`config.mk`:
```
export PLATFORM = sky130hd
export DESIGN_NAME = exc_vector_unit
export DESIGN_NICKNAME = d
export VERILOG_FILES = /design/src/rtl/exc_vec_pkg.sv /design/src/rtl/exc_prio.sv /design/src/rtl/exc_target.sv /design/src/rtl/exc_vector_unit.sv
export SDC_FILE = /design/constraint.sdc
export NUM_CORES = 1
export LEC_CHECK = 0
export BUFFER_PORTS_ARGS = -buffer_cell sky130_fd_sc_hd__buf_2
export CORE_MARGIN = 2
export CORE_UTILIZATION = 40
export DETAILED_ROUTE_END_ITERATION = 16
export PLACE_DENSITY = 0.8
export SYNTH_ARGS = -nofsm -noshare
export SYNTH_HDL_FRONTEND = slang
export SYNTH_SLANG_ARGS = --single-unit
```
`constraint.sdc`:
```
create_clock -name clk -period 0.9 [get_ports clk]
set_input_delay 0.18 -clock clk [delete_from_list [all_inputs] [get_ports clk]]
set_output_delay 0.18 -clock clk [all_outputs]
set_load 0.05 [all_outputs]
```
`src/rtl/exc_vec_pkg.sv`:
```
package exc_vec_pkg;
    localparam int CODE_W = 3;
    localparam int N_REQ  = 3;

    typedef enum logic [CODE_W-1:0] {
        EXC_UNDEF   = 3'd0,
        EXC_OVF     = 3'd1,
        EXC_UNALIGN = 3'd4
    } exc_code_e;

    // request index (priority order, lowest index wins) to cause code
    function automatic exc_code_e code_of_index(input int idx);
        case (idx)
            0:       return EXC_UNDEF;
            1:       return EXC_OVF;
            default: return EXC_UNALIGN;
        endcase
    endfunction
endpackage

```
`src/rtl/exc_prio.sv`:
```
module exc_prio
    import exc_vec_pkg::*;
(
    input  logic [N_REQ-1:0]  req,
    output logic              valid,
    output exc_code_e         code
);
    always_comb begin
        valid = |req;
        code  = EXC_UNDEF;
        // scan from lowest priority up so the highest-priority request lands last
        for (int i = N_REQ - 1; i >= 0; i--) begin
            if (req[i]) begin
                code = code_of_index(i);
            end
        end
    end
endmodule

```
`src/rtl/exc_target.sv`:
```
module exc_target
    import exc_vec_pkg::*;
#(
    parameter int               XLEN          = 32,
    parameter int               STRIDE_LG     = 5,
    parameter logic [XLEN-1:0]  FIXED_HANDLER = 32'h8000_0180,
    parameter logic [XLEN-1:0]  VEC_BASE      = 32'h8000_0000
) (
    input  logic             vec_mode,
    input  logic             valid,
    input  exc_code_e        code,
    output logic [XLEN-1:0]  handler
);
    logic [XLEN-1:0] offset;

    always_comb begin
        offset = XLEN'(code) << STRIDE_LG;
        if (vec_mode && valid) begin
            handler = VEC_BASE + offset;
        end else begin
            handler = FIXED_HANDLER;
        end
    end
endmodule

```
`src/rtl/exc_vector_unit.sv`:
```
module exc_vector_unit
    import exc_vec_pkg::*;
#(
    parameter int               XLEN          = 32,
    parameter int               STRIDE_LG     = 5,
    parameter logic [XLEN-1:0]  FIXED_HANDLER = 32'h8000_0180,
    parameter logic [XLEN-1:0]  VEC_BASE      = 32'h8000_0000
) (
    input  logic             clk,
    input  logic             rst_n,
    input  logic             req_undef,
    input  logic             req_ovf,
    input  logic             req_unalign,
    input  logic             vec_mode,
    input  logic [XLEN-1:0]  fault_pc,
    input  logic             epc_we,
    input  logic             cause_we,
    output logic [XLEN-1:0]  handler_pc,
    output logic [XLEN-1:0]  epc_o,
    output logic [XLEN-1:0]  cause_o
);
    typedef struct packed {
        logic [XLEN-1:0] epc;
        logic [XLEN-1:0] cause;
    } regs_t;

    regs_t      st_d, st_q;
    logic       pend;
    exc_code_e  win_code;

    exc_prio u_prio (
        .req   ({req_unalign, req_ovf, req_undef}),
        .valid (pend),
        .code  (win_code)
    );

    exc_target #(
        .XLEN          (XLEN),
        .STRIDE_LG     (STRIDE_LG),
        .FIXED_HANDLER (FIXED_HANDLER),
        .VEC_BASE      (VEC_BASE)
    ) u_target (
        .vec_mode (vec_mode),
        .valid    (pend),
        .code     (win_code),
        .handler  (handler_pc)
    );

    always_comb begin
        st_d = st_q;
        if (epc_we) begin
            st_d.epc = fault_pc;
        end
        if (cause_we && !vec_mode && pend) begin
            st_d.cause = XLEN'(win_code);
        end
    end

    always_ff @(posedge clk) begin
        if (!rst_n) begin
            st_q <= '0;
        end else begin
            st_q <= st_d;
        end
    end

    assign epc_o   = st_q.epc;
    assign cause_o = st_q.cause;
endmodule

```
==> metrics.md, run 1 <==
| Metric | Value |
|---|---|
| Mapped Avg Cell Area | `10.1 um2` |
| Dpl ws | `-0.0803 ns` |
| Via count | `1306` |
| Power per cell area | `1690 nW/um2` |
| Number of synthesized register bits | `34` |
| Worst Path Max Fanout | `2` |
| IO Count | `136` |
| Gr usage total | `13.8%` |
| Final WL | `3.82 mm` |
| Max_cap viols | `0` |
| DR pass1 iterations | `2` |
| H-Tree Depth | `2` |
| Cell taking the most area after synthesis | `dfxtp_1` |
| Leak | `1.31 nW` |
| Row cnt | `24` |
| Via count of the first global-routing pass | `1130` |
| Cells after DPL | `306` |
| Delay-heaviest family, CP | `flip-flops` |
| Synthesis Warnings | `0` |
| WP buf/inv | `1` |
| Tcrit/Tclk final | `107%` |
| Clock latency at the later pin of the worst-skew pair | `0.28 ns` |
| Syn Std Cell Area | `1810 um2` |
| DRC | `0` |
| First-pass GRT wire length | `5.42 mm` |
| Final WS setup | `-0.0647 ns` |
| Buffers from clock root to sink, at most | `2` |
| Layout area overhead | `43.3%` |
| Switching share of power | `38.2%` |
| CP max stage delay | `0.35 ns` |
| Final instance area | `2590 um2` |
| HP Class | `in2reg` |
| Clk root buf | `clkbuf_8` |
| Hold Slack | `0.157 ns` |
| Max Clock Freq | `1040 MHz` |
| CTS tree | `built` |
| Crit. End Element | `output pin` |
| Final Hold Viols | `0` |
| Startpoint types | `register` |
| Area share of the largest cell type after synthesis | `37.6%` |
| CP Cell Sequence | `buf_8` |
| Final setup fails | `34` |
| Tot Pwr | `4.37 mW` |
| Antenna diodes | `0` |
| Outcome | `finished with violations` |
| Fin util | `59.6%` |
| Final Skew | `0 ns` |
| Layout cells sized above 1 | `50.0%` |
| Clock power frac | `25.9%` |
| CP Data Required Time | `0.72 ns` |
| Sequential area share after synthesis | `37.6%` |
| Initial antenna violation count | `0` |
| Setup TNS | `-1.63 ns` |
| Unique masters post-synth | `17` |
| Critical Path Slowest Stage Cell | `dfxtp_2` |
| I/O Buffers | `76` |
| Net Sw Power | `1.67 mW` |
| Final HPWL from detailed placement | `2.41 mm` |
| Overflow after GRT | `0` |
| Final std cells w/o fill | `322` |
| CTS buffer count | `5` |
| Core Box Area | `4350 um2` |
| Critical Path AT | `0.78 ns` |
| Final net count | `309` |
| Die Footprint | `5080 um2` |
| Final GP Congestion | `0.755` |
| Synth top area cells | `dfxtp_1 38%, buf_4 24%, mux2i_1 18%` |
| Vias per cell | `4.06` |
| RSZ-0062 raised after global routing | `yes` |
| Failing checks | `setup timing` |
| Internal | `2.70 mW` |
| Largest net degree at the start of global routing | `27` |
| Clk pin slew, worst setup/hold paths | `0.07 ns` |
| Worst VDD drop | `804 uV` |
| Crit path time final | `0.965 ns` |
| Final Max Tran Viols | `0` |
| Iter 0 DRT Violations | `30` |
| Wirelength per Cell | `11.9 um` |
| Clock Sinks | `34` |
| Chip Width | `71.3 um` |
| Die height | `71.3 um` |
| Combinational fraction of design power | `35.4%` |
| Placed instance area | `2100 um2` |
| Cells after Synth | `179` |
| Hold_buf cts | `0` |
| WS Path Type | `reg2out` |
| Sequential share of power | `38.6%` |
| Starting Density | `41.6%` |
| ANT nets after route | `0` |
worst reg2reg max path, cell delays in order (launching register included):
cell and delay, ns:
dfxtp_2 0.33, buf_4 0.12, mux2i_1 0.15, nor2b_1 0.07
power by group through the flow:
| stage | Sequential, mW | Clock [mW] | Combinational (mW) |
|---|---|---|---|
| after global placement | 1.68 | 0 | 1.32 |
| after detailed placement | 1.68 | 0 | 1.34 |
| after global routing | 1.70 | 1.27 | 1.61 |
| after CTS | 1.68 | 1.19 | 1.48 |
| after floorplan | 1.99 | 0 | 0.994 |
| final | 1.69 | 1.13 | 1.55 |
cell type report:
| class | instances | area, um2 |
|---|---|---|
| multi-input cells | 136 | 835 |
| well taps | 52 | 65.1 |
| clock inverters | 1 | 5.00 |
| fillers | 374 | 1760 |
| flip-flops and latches | 34 | 723 |
| clock buffers | 7 | 86.3 |
| repair buffers | 92 | 880 |
registers in the layout (all words and copies together) (netlist names):
signal,flops
epc_o,32
cause_o,2
layout by cell type, fill, tap and decap left out, types with 2 or more instances in the layout:
cell type,netlist,layout
conb_1,2,59
buf_2,1,37
dfxtp_2,0,34
nor2b_1,33,33
mux2i_1,32,32
buf_8,0,28
buf_4,59,15
buf_6,1,9
clkbuf_8,0,6
nor2_1,3,3
buf_12,3,3
o21ai_0,3,2
cell families (layout without fill, tap and decap cells):
group,after synthesis,after routing,share of synthesized area [%]
multiplexers,32,32,17.7
buffers and inverters,66,100,29.1
other,2,59,0.415
flip-flops,34,34,37.6
AO/OA/AOI/OAI,6,6,1.93
AND/OR/NAND/NOR,39,39,13.3
cell usage after synthesis (all sizes together):
cell / count
a21boi: 1
a21oi: 1
and3b: 1
buf: 64
clkbuf: 2
conb: 2
dfxtp: 34
mux2i: 32
nand2b: 1
nand3b: 1
nor2: 3
nor2b: 33
o21ai: 3
o31ai: 1
worst paths after layout:
check | start | endpoint | slack (ns) | cells after the start
max | epc_o[8]$_SDFFE_PN0P_ | epc_o[8] | -0.06 | 1
min | fault_pc[25] | epc_o[25]$_SDFFE_PN0P_ | 0.16 | 3
max reg2reg | epc_o[4]$_SDFFE_PN0P_ | epc_o[4]$_SDFFE_PN0P_ | 0.13 | 3
min reg2reg | cause_o[2]$_SDFFE_PN0P_ | cause_o[2]$_SDFFE_PN0P_ | 0.49 | 2
timing repair:
| item | CTS | global route |
|---|---|---|
| setup endpoints to repair | 37 | 35 |
| gates resized for setup | 89 | 16 |
| gates cloned | 0 | 0 |
| pin swaps | 1 | 0 |
| setup buffers | 1 | 7 |
metal layers:
layer | routed length [um] | global-route usage, % | vias to the layer above
met5 | 0 | 0 | -
met4 | 82 | 5.03 | 0
met3 | 385 | 5.06 | 7
met2 | 2010 | 24.2 | 83
met1 | 1340 | 15.3 | 581
li1 | - | - | 635
No activity file was read; power rests on OpenSTA's default activity.
==> run 2: changes to the inputs <==
--- a/config.mk
+++ b/config.mk
@@ -6,10 +6,12 @@
 export NUM_CORES = 1
 export LEC_CHECK = 0
 export BUFFER_PORTS_ARGS = -buffer_cell sky130_fd_sc_hd__buf_2
+export CELL_PAD_IN_SITES_DETAIL_PLACEMENT = 1
+export CELL_PAD_IN_SITES_GLOBAL_PLACEMENT = 2
 export CORE_MARGIN = 2
-export CORE_UTILIZATION = 40
+export CORE_UTILIZATION = 21
 export DETAILED_ROUTE_END_ITERATION = 16
-export PLACE_DENSITY = 0.8
+export PLACE_DENSITY_LB_ADDON = 0.1
 export SYNTH_ARGS = -nofsm -noshare
 export SYNTH_HDL_FRONTEND = slang
 export SYNTH_SLANG_ARGS = --single-unit
==> run 2 against run 1 <==
  * The flow still finishes with violations (setup timing)
  * Clock-buffer cell count unchanged
  * Setup slack better by 0.0036 ns
  * Die area grew 85%
  * Global-route usage down 5.3 points
  * Highest routed layer unchanged
  * Sequential share of layout area is 0.37 points lower
==> metrics.md, run 2 (synthesis gave the netlist of run 1 again) <==
| Metric | Value |
|---|---|
| Outcome | `finished with violations (unchanged)` |
| Failing checks | `setup timing (unchanged)` |
| Overflow after GRT | `0 (unchanged)` |
| Power per cell area | `1750 nW/um2 (was 1690 nW/um2)` |
| Largest net degree at the start of global routing | `24 (was 27)` |
| Leak | `1.28 nW (was 1.31 nW)` |
| Final Skew | `0 ns (unchanged)` |
| Max_cap viols | `0 (unchanged)` |
| Stages on worst setup path | `1 (unchanged)` |
| Tcrit/Tclk final | `107% (about the same)` |
| Worst Path Max Fanout | `2 (unchanged)` |
| WP buf/inv | `1 (unchanged)` |
| Vias per cell | `3.47 (was 4.06)` |
| CP Cell Sequence | `buf_8 (unchanged)` |
| Row cnt | `33 (was 24)` |
| DRC | `0 (unchanged)` |
| Final WL | `4.04 mm (was 3.82 mm)` |
| CP Data Required Time | `0.72 ns (about the same)` |
| Final net count | `301 (was 309)` |
| Final setup fails | `34 (unchanged)` |
| Clock Sinks | `34 (unchanged)` |
| Crit. End Element | `output pin (unchanged)` |
| DR pass1 iterations | `4 (was 2)` |
| CP endpoint | `epc_o[19] (was epc_o[8])` |
| First-pass GRT wire length | `6.29 mm (was 5.42 mm)` |
| Final WS setup | `-0.0611 ns (was -0.0647 ns)` |
| Clock latency at the later pin of the worst-skew pair | `0.28 ns (about the same)` |
| Max Clock Freq | `1040 MHz (about the same)` |
| I/O Buffers | `76 (unchanged)` |
| Worst VDD drop | `601 uV (was 804 uV)` |
| Core Box Area | `8300 um2 (was 4350 um2)` |
| Clk root buf | `clkbuf_8 (unchanged)` |
| RR Endpoint | `epc_o[11]$_SDFFE_PN0P_ (was epc_o[4]$_SDFFE_PN0P_)` |
| CTS buffer count | `5 (unchanged)` |
| RSZ-0062 raised after global routing | `yes (unchanged)` |
| Layout area overhead | `45.2% (was 43.3%)` |
| Crit path time final | `0.961 ns (was 0.965 ns)` |
| Commonest non-fill, non-tap cell in the layout | `conb_1 (unchanged)` |
| CP max stage delay | `0.35 ns (about the same)` |
| Final GP Congestion | `0.672 (was 0.755)` |
| Initial antenna violation count | `0 (unchanged)` |
| Max reg flops | `32 (unchanged)` |
| Die height | `96.9 um (was 71.3 um)` |
| Most frequent cells in the layout | `59 x conb_1, 36 x buf_2, 34 x dfxtp_2 (was 59 x conb_1, 37 x buf_2, 34 x dfxtp_2)` |
| Via count of the first global-routing pass | `1248 (was 1130)` |
| Antenna diodes | `0 (unchanged)` |
| Iter 0 DRT Violations | `15 (was 30)` |
| Starting Density | `21.8% (was 41.6%)` |
| IO Count | `136 (unchanged)` |
| FF-to-FF Start | `epc_o[11]$_SDFFE_PN0P_ (was epc_o[4]$_SDFFE_PN0P_)` |
| R2r setup slk | `0.25 ns (was 0.13 ns)` |
| Clk pin slew, worst setup/hold paths | `0.07 ns (about the same)` |
| Chip Width | `96.9 um (was 71.3 um)` |
| Worst Setup SP | `epc_o[19]$_SDFFE_PN0P_ (was epc_o[8]$_SDFFE_PN0P_)` |
| H-Tree Depth | `2 (unchanged)` |
| Die Footprint | `9380 um2 (was 5080 um2)` |
| CTS tree | `built (unchanged)` |
| Hold_buf cts | `0 (unchanged)` |
| Layout cells sized above 1 | `48.1% (was 50.0%)` |
| Final Hold Viols | `0 (unchanged)` |
| R2r worst-path depth | `2 (was 3)` |
| Gr usage total | `8.51% (was 13.8%)` |
| Startpoint types | `register (unchanged)` |
| HP Class | `in2reg (unchanged)` |
| Critical Path AT | `0.78 ns (about the same)` |
| Via count | `1272 (was 1306)` |
| Final Max Tran Viols | `0 (unchanged)` |
| Buffers from clock root to sink, at most | `2 (unchanged)` |
| Tot Pwr | `4.59 mW (was 4.37 mW)` |
| Critical Path Slowest Stage Cell | `dfxtp_2 (unchanged)` |
| WS Path Type | `reg2out (unchanged)` |
| Delay-heaviest family, CP | `flip-flops (unchanged)` |
| Setup TNS | `-1.72 ns (was -1.63 ns)` |
| ANT nets after route | `0 (unchanged)` |
| Final HPWL from detailed placement | `3.04 mm (was 2.41 mm)` |
| Wirelength per Cell | `11.0 um (was 11.9 um)` |
[run 2: power breakdown]
group | leakage, nW | switching (mW) | internal (mW) | total (mW)
combinational | 0.935 | 1.07 | 0.455 | 1.52
clock | 0.0524 | 0.558 | 0.829 | 1.39
sequential | 0.293 | 0.0732 | 1.61 | 1.69
total | 1.28 | 1.70 | 2.90 | 4.59
[run 2: final cells by class]
class                   count  area (um2)
clock inverters             1        30.0
repair buffers             84         833
clock buffers               7        76.3
well taps                 105         131
fillers                   936        5670
multi-input cells         136         835
flip-flops and latches     34         723
[run 2: through the flow]
stage	utilization, %	hold WS, ns	cell area (um2)	setup slack (ns)	std cells
after floorplan	-	0.308	2080	0.00748	236
after global placement	26.1	0.435	2170	-0.0844	359
after detailed placement	26.1	0.448	2170	-0.0861	359
after CTS	31.1	0.138	2580	-0.0890	367
after global routing	31.7	0.162	2630	-0.104	367
final	31.7	0.156	2630	-0.0611	367
[run 2: worst min path at each step]
stage	startpoint	endpoint	slack [ns]	cells after the start
global route	fault_pc[8]	epc_o[8]$_SDFFE_PN0P_	0.16	3
detailed placement	fault_pc[20]	epc_o[20]$_SDFFE_PN0P_	0.45	3
CTS	fault_pc[31]	epc_o[31]$_SDFFE_PN0P_	0.14	3
global placement	fault_pc[28]	epc_o[28]$_SDFFE_PN0P_	0.43	3
finish	fault_pc[0]	epc_o[0]$_SDFFE_PN0P_	0.16	3
floorplan	rst_n	epc_o[23]$_SDFFE_PN0P_	0.31	1
[run 2: metal layers]
layer / vias up / routed length (um) / GRT usage (%)
li1: 614 / - / -
met1: 582 / 1660 / 10.3
met2: 74 / 2030 / 13.7
met3: 2 / 330 / 2.89
met4: 0 / 25 / 3.58
met5: - / 0 / 0
[run 2: what timing repair did]
item / in CTS / in global routing
pin swaps: 1 / 1
setup buffers: 0 / 0
gates resized for setup: 96 / 13
setup endpoints to repair: 36 / 37
[run 2: worst min-delay path, stage by stage]
cell,delay [ns]
buf_2,0.07
mux2i_1,0.06
nor2b_1,0.09
==> run 3: changes to the inputs <==
--- a/config.mk
+++ b/config.mk
@@ -10,6 +10,7 @@
 export CELL_PAD_IN_SITES_GLOBAL_PLACEMENT = 2
 export CORE_MARGIN = 2
 export CORE_UTILIZATION = 21
+export CTS_CLUSTER_DIAMETER = 200
 export DETAILED_ROUTE_END_ITERATION = 16
 export PLACE_DENSITY_LB_ADDON = 0.1
 export SYNTH_ARGS = -nofsm -noshare
==> constraint.sdc (replaced) <==
create_clock -name clk -period 1.1 [get_ports clk]
set_input_delay 0.22 -clock clk [delete_from_list [all_inputs] [get_ports clk]]
set_output_delay 0.22 -clock clk [all_outputs]
set_load 0.05 [all_outputs]
==> run 3 against run 2 <==
  * Register-to-register slack improved by 0.24 ns
  * Combinational power fell by 26%
  * Total power fell by 20%
  * Highest routed layer unchanged
  * Global-route usage fell by 0.40 points
  * Clock skew did not move
  * Sequential cell count did not move
  * Sequential share of layout area rose by 2.2 points
  * First-iteration DRC count rose by 40%
  * The flow now finishes without violations
  * Cell count fell by 1.6%
  * Setup slack improved by 0.11 ns
==> metrics.md, run 3 (synthesis gave the netlist of run 1 again) <==
| Metric | Value |
|---|---|
| Die Footprint | `9380 um2 (unchanged)` |
| Final Skew | `0 ns (unchanged)` |
| HP Class | `in2reg (unchanged)` |
| Fillers | `1010 (was 936)` |
| Final GP Congestion | `0.713 (was 0.672)` |
| IO Count | `136 (unchanged)` |
| Setup TNS | `0 ns (was -1.72 ns)` |
| CTS buffer count | `5 (unchanged)` |
| Delay-heaviest family, CP | `flip-flops (unchanged)` |
| Row cnt | `33 (unchanged)` |
| Commonest non-fill, non-tap cell in the layout | `conb_1 (unchanged)` |
| Vias per cell | `3.43 (was 3.47)` |
| Wirelength per Cell | `11.0 um (about the same)` |
| WP buf/inv | `1 (unchanged)` |
| Via count of the first global-routing pass | `1152 (was 1248)` |
| Crit path time final | `1.05 ns` |
| Power per cell area | `1600 nW/um2 (was 1750 nW/um2)` |
| Clock power frac | `32.6% (was 30.2%)` |
| Max_cap viols | `0 (unchanged)` |
| Outcome | `complete, no violations (was finished with violations)` |
| CP Cell Sequence | `buf_4 (was buf_8)` |
| DRC | `0 (unchanged)` |
| Clk pin slew, worst setup/hold paths | `0.07 ns (about the same)` |
| Gr usage total | `8.11% (was 8.51%)` |
| Placed instance area | `2090 um2 (was 2170 um2)` |
| Sequential share of power | `36.6% (was 36.7%)` |
| Combinational fraction of design power | `30.9% (was 33.1%)` |
| Final Hold Viols | `0 (unchanged)` |
| Final HPWL from detailed placement | `3.01 mm (was 3.04 mm)` |
| Layout cells sized above 1 | `34.4% (was 48.1%)` |
| Antenna diodes | `0 (unchanged)` |
| First-pass GRT wire length | `5.89 mm (was 6.29 mm)` |
| CP Data Required Time | `0.88 ns (was 0.72 ns)` |
| Worst VDD drop | `449 uV (was 601 uV)` |
| Internal | `2.29 mW (was 2.90 mW)` |
| Final WL | `3.95 mm (was 4.04 mm)` |
| Crit. End Element | `output pin (unchanged)` |
| CP max stage delay | `0.34 ns (was 0.35 ns)` |
| Layout area overhead | `26.5% (was 45.2%)` |
| Buffers from clock root to sink, at most | `2 (unchanged)` |
| Initial antenna violation count | `0 (unchanged)` |
| Clock Sinks | `34 (unchanged)` |
| Switching share of power | `37.5% (was 36.9%)` |
| Starting Density | `21.8% (unchanged)` |
| RSZ-0062 raised after global routing | `no (was yes)` |
| Post CTS Setup Buffer Count | `0 (unchanged)` |
| Critical Path AT | `0.83 ns (was 0.78 ns)` |
| Final WS setup | `0.0523 ns (was -0.0611 ns)` |
| WS Path Type | `reg2out (unchanged)` |
| Worst Path Max Fanout | `2 (unchanged)` |
| Startpoint types | `register (unchanged)` |
| Clk root buf | `clkbuf_8 (unchanged)` |
| Iter 0 DRT Violations | `21 (was 15)` |
| ANT nets after route | `0 (unchanged)` |
| Largest net degree at the start of global routing | `24 (unchanged)` |
| Leak | `1.18 nW (was 1.28 nW)` |
| Chip Width | `96.9 um (unchanged)` |
| Tcrit/Tclk final | `95.2%` |
| Final instance area | `2290 um2 (was 2630 um2)` |
| Die height | `96.9 um (unchanged)` |
| Core Box Area | `8300 um2 (unchanged)` |
| I/O Buffers | `76 (unchanged)` |
| Max Clock Freq | `954 MHz` |
| CTS tree | `built (unchanged)` |
| Tot Pwr | `3.66 mW (was 4.59 mW)` |
| Final Max Tran Viols | `0 (unchanged)` |
| H-Tree Depth | `2 (unchanged)` |
| Clock latency at the later pin of the worst-skew pair | `0.28 ns (about the same)` |
| DR pass1 iterations | `2 (was 4)` |
| Net Sw Power | `1.37 mW (was 1.70 mW)` |
| Overflow after GRT | `0 (unchanged)` |
| Critical Path Slowest Stage Cell | `dfxtp_1 (was dfxtp_2)` |
| Via count | `1239 (was 1272)` |
| Max reg flops | `32 (unchanged)` |
| Final net count | `296 (was 301)` |
| Dpl ws | `0.0262 ns (was -0.0861 ns)` |
| Final setup fails | `0 (was 34)` |
| Most frequent cells in the layout | `59 x conb_1, 41 x buf_2, 34 x dfxtp_1 (was 59 x conb_1, 36 x buf_2, 34 x dfxtp_2)` |
[run 3: cell count changes in the layout (fill, tap and decap cells not counted), sizes merged]
cell    previous run  this run
buf               83        78
clkbuf             8         7
[run 3: layout make-up]
cell class / instances / area, um2 / share of cell area [%]
multi-input combinational: 136 / 835 / 36.4
clock inverter: 1 / 30.0 / 1.31
tap: 105 / 131 / 5.73
timing repair buffer: 79 / 532 / 23.2
sequential: 34 / 681 / 29.7
clock buffer: 6 / 82.6 / 3.60
[run 3: final timing paths]
path	start	endpoint	cells after the start	slack, ns
setup / recovery	epc_o[23]$_SDFFE_PN0P_	epc_o[23]	1	0.05
hold / removal	fault_pc[20]	epc_o[20]$_SDFFE_PN0P_	3	0.19
setup reg to reg	epc_o[14]$_SDFFE_PN0P_	epc_o[14]$_SDFFE_PN0P_	2	0.49
hold reg to reg	cause_o[0]$_SDFFE_PN0P_	cause_o[0]$_SDFFE_PN0P_	2	0.49
[run 3: through the flow]
stage          cells  utilization (%)  hold slack [ns]
2_1_floorplan    236                -            0.348
3_3_place_gp     354             25.1            0.465
3_5_place_dp     354             25.1            0.480
4_1_cts          361             27.5            0.182
5_1_grt          361             27.6            0.191
6_report         361             27.6            0.192
[run 3: per-layer routing]
layer / GRT usage, % / share of wire, % / vias up
li1: - / - / 606
met1: 10.1 / 44 / 551
met2: 12.8 / 46 / 75
met3: 2.60 / 8.7 / 7
met4: 3.58 / 1.9 / 0
met5: 0 / 0 / -
[run 3: power by group through the flow]
stage	clock network [mW]	registers, mW	logic [mW]
after detailed placement	0	1.36	1.09
after floorplan	0	1.61	0.814
after global routing	1.28	1.35	1.18
after global placement	0	1.36	1.09
after CTS	1.26	1.34	1.13
final	1.19	1.34	1.13
[run 3: repair_timing]
action                                  CTS  global route
endpoints found under the setup margin   34             2
gates resized for setup                  34             2
hold buffers                              0             0
